`src/rtl/kbw_pkg.sv`:
```
package kbw_pkg;
   localparam int unsigned DW       = 8;
   localparam int unsigned KBIE_BIT = 7;
   localparam int unsigned FLAG_BIT = 6;
   localparam int unsigned ACK_BIT  = 5;
endpackage

```
`src/rtl/kbw_edge_det.sv`:
```
module kbw_edge_det #(
   parameter int unsigned NPINS       = 8,
   parameter int unsigned SYNC_STAGES = 2
) (
   input  logic             clk,
   input  logic             rst_n,
   input  logic [NPINS-1:0] pin_in,
   input  logic [NPINS-1:0] mask,
   input  logic             kbie,
   output logic [NPINS-1:0] pin_sync,
   output logic             fall
);
   logic [NPINS-1:0] stage_q [SYNC_STAGES];
   logic             level;
   logic             prev_q;

   generate
      for (genvar s = 0; s < SYNC_STAGES; s++) begin : g_sync
         if (s == 0) begin : g_first
            always_ff @(posedge clk or negedge rst_n)
               if (!rst_n) stage_q[s] <= '1;
               else        stage_q[s] <= pin_in;
         end else begin : g_next
            always_ff @(posedge clk or negedge rst_n)
               if (!rst_n) stage_q[s] <= '1;
               else        stage_q[s] <= stage_q[s-1];
         end
      end
   endgenerate

   assign pin_sync = stage_q[SYNC_STAGES-1];
   // merged level: low when any selected pin is low
   assign level    = ~|(mask & ~pin_sync);

   always_ff @(posedge clk or negedge rst_n)
      if (!rst_n) prev_q <= 1'b1;
      else        prev_q <= level;

   assign fall = kbie & prev_q & ~level;
endmodule

```
`src/rtl/kbw_regs.sv`:
```
module kbw_regs
   import kbw_pkg::*;
#(
   parameter int unsigned NPINS     = 8,
   parameter int unsigned AW        = 8,
   parameter int unsigned ADDR_DATA = 'h00,
   parameter int unsigned ADDR_DIR  = 'h04,
   parameter int unsigned ADDR_MASK = 'h0B,
   parameter int unsigned ADDR_CTRL = 'h0C
) (
   input  logic             clk,
   input  logic             rst_n,
   input  logic             wr,
   input  logic [AW-1:0]    addr,
   input  logic [DW-1:0]    wdata,
   input  logic             fall,
   input  logic [NPINS-1:0] pin_sync,
   output logic [NPINS-1:0] data_q,
   output logic [NPINS-1:0] dir_q,
   output logic [NPINS-1:0] mask_q,
   output logic             kbie_q,
   output logic             flag_q,
   output logic [DW-1:0]    rdata
);
   logic wr_data, wr_dir, wr_mask, wr_ctrl, ack;
   logic [NPINS-1:0] port_view;

   assign wr_data = wr && (addr == AW'(ADDR_DATA));
   assign wr_dir  = wr && (addr == AW'(ADDR_DIR));
   assign wr_mask = wr && (addr == AW'(ADDR_MASK));
   assign wr_ctrl = wr && (addr == AW'(ADDR_CTRL));
   assign ack     = wr_ctrl && wdata[ACK_BIT];

   always_ff @(posedge clk or negedge rst_n) begin
      if (!rst_n) begin
         data_q <= '0;
         dir_q  <= '0;
         mask_q <= '0;
         kbie_q <= 1'b0;
         flag_q <= 1'b0;
      end else begin
         if (wr_data) data_q <= wdata[NPINS-1:0];
         if (wr_dir)  dir_q  <= wdata[NPINS-1:0];
         if (wr_mask) mask_q <= wdata[NPINS-1:0];
         if (wr_ctrl) kbie_q <= wdata[KBIE_BIT];
         // a fresh edge outranks the acknowledge
         if (fall)     flag_q <= 1'b1;
         else if (ack) flag_q <= 1'b0;
      end
   end

   assign port_view = ((dir_q & ~mask_q) & data_q) | (~(dir_q & ~mask_q) & pin_sync);

   always_comb begin
      rdata = '0;
      if (addr == AW'(ADDR_DATA))      rdata[NPINS-1:0] = port_view;
      else if (addr == AW'(ADDR_DIR))  rdata[NPINS-1:0] = dir_q;
      else if (addr == AW'(ADDR_MASK)) rdata[NPINS-1:0] = mask_q;
      else if (addr == AW'(ADDR_CTRL)) begin
         rdata[KBIE_BIT] = kbie_q;
         rdata[FLAG_BIT] = flag_q;
      end
   end
endmodule

```
`src/rtl/kbw_pad_ctl.sv`:
```
module kbw_pad_ctl #(
   parameter int unsigned NPINS = 8
) (
   input  logic [NPINS-1:0] data,
   input  logic [NPINS-1:0] dir,
   input  logic [NPINS-1:0] mask,
   output logic [NPINS-1:0] out,
   output logic [NPINS-1:0] oe,
   output logic [NPINS-1:0] pu
);
   generate
      for (genvar i = 0; i < NPINS; i++) begin : g_pin
         assign out[i] = data[i];
         assign oe[i]  = dir[i] & ~mask[i];
         assign pu[i]  = mask[i];
      end
   endgenerate
endmodule

```
`src/rtl/kbd_wake_port.sv`:
```
module kbd_wake_port
   import kbw_pkg::*;
#(
   parameter int unsigned NPINS       = 8,
   parameter int unsigned AW          = 8,
   parameter int unsigned SYNC_STAGES = 2,
   parameter int unsigned ADDR_DATA   = 'h00,
   parameter int unsigned ADDR_DIR    = 'h04,
   parameter int unsigned ADDR_MASK   = 'h0B,
   parameter int unsigned ADDR_CTRL   = 'h0C,
   parameter logic [15:0] VEC_ADDR    = 16'h1FF4
) (
   input  logic             clk,
   input  logic             rst_n,
   input  logic             bus_wr,
   input  logic [AW-1:0]    bus_addr,
   input  logic [DW-1:0]    bus_wdata,
   output logic [DW-1:0]    bus_rdata,
   input  logic [NPINS-1:0] pin_in,
   output logic [NPINS-1:0] pin_out,
   output logic [NPINS-1:0] pin_oe,
   output logic [NPINS-1:0] pin_pu,
   input  logic             cpu_imask,
   output logic             irq_req,
   output logic [15:0]      irq_vec
);
   if (NPINS < 1 || NPINS > DW) begin : g_bad_npins
      $error("NPINS must lie in 1..8");
   end
   if (SYNC_STAGES < 2) begin : g_bad_sync
      $error("SYNC_STAGES must be at least 2");
   end
   if (AW < 4) begin : g_bad_aw
      $error("AW too narrow for the register map");
   end

   logic [NPINS-1:0] data_q, dir_q, mask_q, pin_sync;
   logic             kbie_q, flag_q, kb_fall;

   kbw_edge_det #(.NPINS(NPINS), .SYNC_STAGES(SYNC_STAGES)) u_edge (
      .clk(clk), .rst_n(rst_n), .pin_in(pin_in), .mask(mask_q),
      .kbie(kbie_q), .pin_sync(pin_sync), .fall(kb_fall));

   kbw_regs #(.NPINS(NPINS), .AW(AW), .ADDR_DATA(ADDR_DATA), .ADDR_DIR(ADDR_DIR),
              .ADDR_MASK(ADDR_MASK), .ADDR_CTRL(ADDR_CTRL)) u_regs (
      .clk(clk), .rst_n(rst_n), .wr(bus_wr), .addr(bus_addr), .wdata(bus_wdata),
      .fall(kb_fall), .pin_sync(pin_sync), .data_q(data_q), .dir_q(dir_q),
      .mask_q(mask_q), .kbie_q(kbie_q), .flag_q(flag_q), .rdata(bus_rdata));

   kbw_pad_ctl #(.NPINS(NPINS)) u_pad (
      .data(data_q), .dir(dir_q), .mask(mask_q),
      .out(pin_out), .oe(pin_oe), .pu(pin_pu));

   assign irq_req = flag_q & ~cpu_imask;
   assign irq_vec = irq_req ? VEC_ADDR : 16'h0000;
endmodule

```
`config.mk`:
```
export PLATFORM = sky130hd
export DESIGN_NAME = kbd_wake_port
export DESIGN_NICKNAME = d
export VERILOG_FILES = /design/src/rtl/kbw_pkg.sv /design/src/rtl/kbw_edge_det.sv /design/src/rtl/kbw_regs.sv /design/src/rtl/kbw_pad_ctl.sv /design/src/rtl/kbd_wake_port.sv
export SDC_FILE = /design/constraint.sdc
export NUM_CORES = 1
export LEC_CHECK = 0
export ABC_AREA = 1
export BUFFER_PORTS_ARGS = -buffer_cell sky130_fd_sc_hd__buf_2
export CORE_ASPECT_RATIO = 1.75
export CORE_UTILIZATION = 31
export CTS_CLUSTER_DIAMETER = 60
export DETAILED_ROUTE_END_ITERATION = 7
export GPL_TIMING_DRIVEN = 0
export PLACE_DENSITY = 0.6
export SYNTH_ARGS = -nofsm -noshare
export SYNTH_HDL_FRONTEND = slang
export SYNTH_SLANG_ARGS = --single-unit
```
`constraint.sdc`:
```
create_clock -name clk -period 2.1 [get_ports clk]
set_input_delay 0.42 -clock clk [delete_from_list [all_inputs] [get_ports clk]]
set_output_delay 0.42 -clock clk [all_outputs]
set_load 0.05 [all_outputs]
```
==> flow_summary.yaml <==
timing:
  max_clock_freq_mhz: 507
  slew-limit-headroom: 0.379
  finalCritPeriodShare: 0.938
  skew_ps: 3.27
  hold_viol_final: 0
  post-route-min-period_ps: 1970
  finalSetupViolCount: 0
  tightest_slew_ps: 932
  setup-tns-final_ps: 0
  drv_slew: 0
  rsz0062_at_grt: "false"
grt:
  antenna_found_initial: 0
  grt_overflow: 0
  first_global_vias: 1741
  grt_max_degree: 44
  grt_usage: 0.151
  grt_pass1_wl_um: 8400
cts:
  cts_resized: 0
  clock-root-buffer: "clkbuf_16"
  clk_pin_slew_ps: 60
  clock_latency_ps: 290
  clock_sinks: 43
  cts_buffer_depth: 2
  cts_setup_buffers: 0
  cts_tree: "yes"
  cts_made_buffers: 5
  htreeDepth: 2
  postCtsHoldBufs: 0
power:
  switching_power_w: 0.000666
  intPower_w: 0.00152
  p_leak_nw: 1.57
  ir_drop_v: 0.000773
  power.total_w: 0.00218
  swShare: 0.305
  p_clk_frac: 0.371
  power_frac_comb: 0.205
  p_per_area_mw_per_mm2: 739
  seq_power_share: 0.424
worst_setup_path:
  timing.critical_path.from: "bus_addr[6]"
  reg2reg_depth: 7
  cp.arrival_ps: 1550
  criticalPathCategory: "in -> out"
  r2r-end: "u_regs.flag_q$_DFFE_PN0P_"
  critPathMaxFanout: 10
  r2r_setup_slack_ps: 930
  cp.required_ps: 1680
  crit_path_end_kind: "output port"
  start_kind: "input port"
  timing.rr.start: "u_edge.pin_sync[3]$_DFF_PN1_"
drt:
  wl_um: 5280
  vias: 1861
  via_per_inst: 4.43
  ant_nets: 0
  drc: 0
  drt_iter0_drc: 61
  dr.pass1.iters: 4
  avgRoutedWirePerCell_um: 12.6
synth:
  synth.distinct_cells: 22
  synth_top_cell_by_area: "dfrtp_1"
  ys_seq_area_frac: 0.487
  synth.avg_cell_area_um2: 8.91
  async_flop_share: 1.00
  ys_ff_latch: 43
  synth_cells: 253
  synth_edf_count: 0
  synth.top_cells.by_area: "dfrtp_1, dfstp_2, nand2_1"
  synth_top_area_frac: 0.289
  ys_warn_count: 0
  syn-cell-area_mm2: 0.00225
  ys.flop_type: "dfrtp_1"
die:
  die_x_um: 66.5
  ioPinCount: 77
  dieArea_mm2: 0.00763
  placement_rows: 40
  start_util: 0.324
  dieHeight_um: 115
  coreArea_mm2: 0.00696
final_layout:
  n_antenna_cell: 0
  syn_to_final_growth_pct: 30.9
  drive_above_1_share: 0.491
  finalNetCount: 363
  fin_util: 0.424
placed_design:
  portBuffers: 70
  routabilityCongestion: 0.776
  dp.final_hpwl_um: 3910
hold_path:
  hold_start: "pin_in[3]"
  hp-class: "in -> reg"
  holdPathStages: 1
  min_to: "u_edge.stage_q[11]$_DFF_PN1_"
run:
  max_cap_viol_count: 0
run_status:
  status: "completed"
[power groups by stage]
stage / sequential (W) / clock (W) / combinational (W)
6_report: 0.000926 / 0.000809 / 0.000447
5_1_grt: 0.000931 / 0.000862 / 0.000483
4_1_cts: 0.000926 / 0.000837 / 0.000452
3_5_place_dp: 0.000940 / 0 / 0.000450
3_3_place_gp: 0.000938 / 0 / 0.000446
2_1_floorplan: 0.000983 / 0 / 0.000287
[area by class of cell]
cell class	count	area (um^2)
Buffer	19	154
Clock buffer	7	153
Clock inverter	1	7.51
Fill cell	709	4010
Inverter	37	139
Multi-Input combinational cell	159	945
Sequential cell	43	1100
Tap cell	84	105
Timing Repair Buffer	70	350
[worst max-delay path by stage]
stage              endpoint  slack (ps)  cells after the start
3_3_place_gp   bus_rdata[1]         130                      7
5_1_grt        bus_rdata[1]           5                      7
4_1_cts        bus_rdata[1]         110                      7
2_1_floorplan  bus_rdata[0]          20                      5
6_report       bus_rdata[1]         130                      7
3_5_place_dp   bus_rdata[1]         110                      7
[cells by family after synthesis]
group           after synthesis  share of synthesized area
compound gates               41                      0.127
buf+inv                      56                      0.130
simple gates                112                      0.255
flops                        43                      0.487
other cells                   1                    0.00166
[synth_stat cells (2+ instances only)]
cell and number:
dfrtp_1 26, nor2_1 15, nand3_1 12, nand2_2 8
inv_1 33, o211ai_1 5, inv_2 4, buf_6 3
nor2_8 3, dfstp_2 17, o21ai_2 18, nand2_1 62
nor2_2 2, buf_4 16, o21ai_0 12, nand4_1 3
nor2_4 2, nand2_4 3, o21ai_1 6
[critical path, cell delays in order]
cell and delay (ps):
buf_2 100, inv_2 70, nand2_1 120, nor2_8 180, nand2_4 140, o211ai_1 210, buf_2 300
[per-stage QoR]
| stage | area (um^2) | setup slack, ps | hold WS (ps) | instances |
|---|---|---|---|---|
| 2_1_floorplan | 2330 | 18.8 | 124 | 258 |
| 3_3_place_gp | 2790 | 134 | 346 | 412 |
| 3_5_place_dp | 2790 | 115 | 347 | 412 |
| 4_1_cts | 2950 | 111 | 220 | 420 |
| 5_1_grt | 2950 | 4.99 | 216 | 420 |
| 6_report | 2950 | 129 | 226 | 420 |
[cells in the final DEF (no fill, tap or decap), types with 4 or more instances in the layout]
master     instances
o21ai_0           12
o21ai_2           18
nor2_4            10
conb_1             6
dfrtp_1           26
o21ai_1            6
nor2_1             6
buf_2             70
clkbuf_16          5
nand3_1           12
inv_1             33
nand2_1           62
buf_4             16
inv_2              4
nand2_2            8
o211ai_1           5
dfstp_2           17
[layer usage]
| layer | track usage | share of wire |
|---|---|---|
| met5 | 0 | 0 |
| met4 | 0.0794 | 0.026 |
| met3 | 0.0367 | 0.055 |
| met2 | 0.269 | 0.53 |
| met1 | 0.160 | 0.39 |
[flip-flops by register name (all words and copies together), names as in the netlist]
signal and cells:
u_edge.pin_sync 8, u_edge.prev_q 1, u_edge.stage_q 8, u_regs.data_q 8, u_regs.dir_q 8, u_regs.flag_q 1
u_regs.kbie_q 1, u_regs.mask_q 8
No activity file was read; power rests on OpenSTA's default activity.
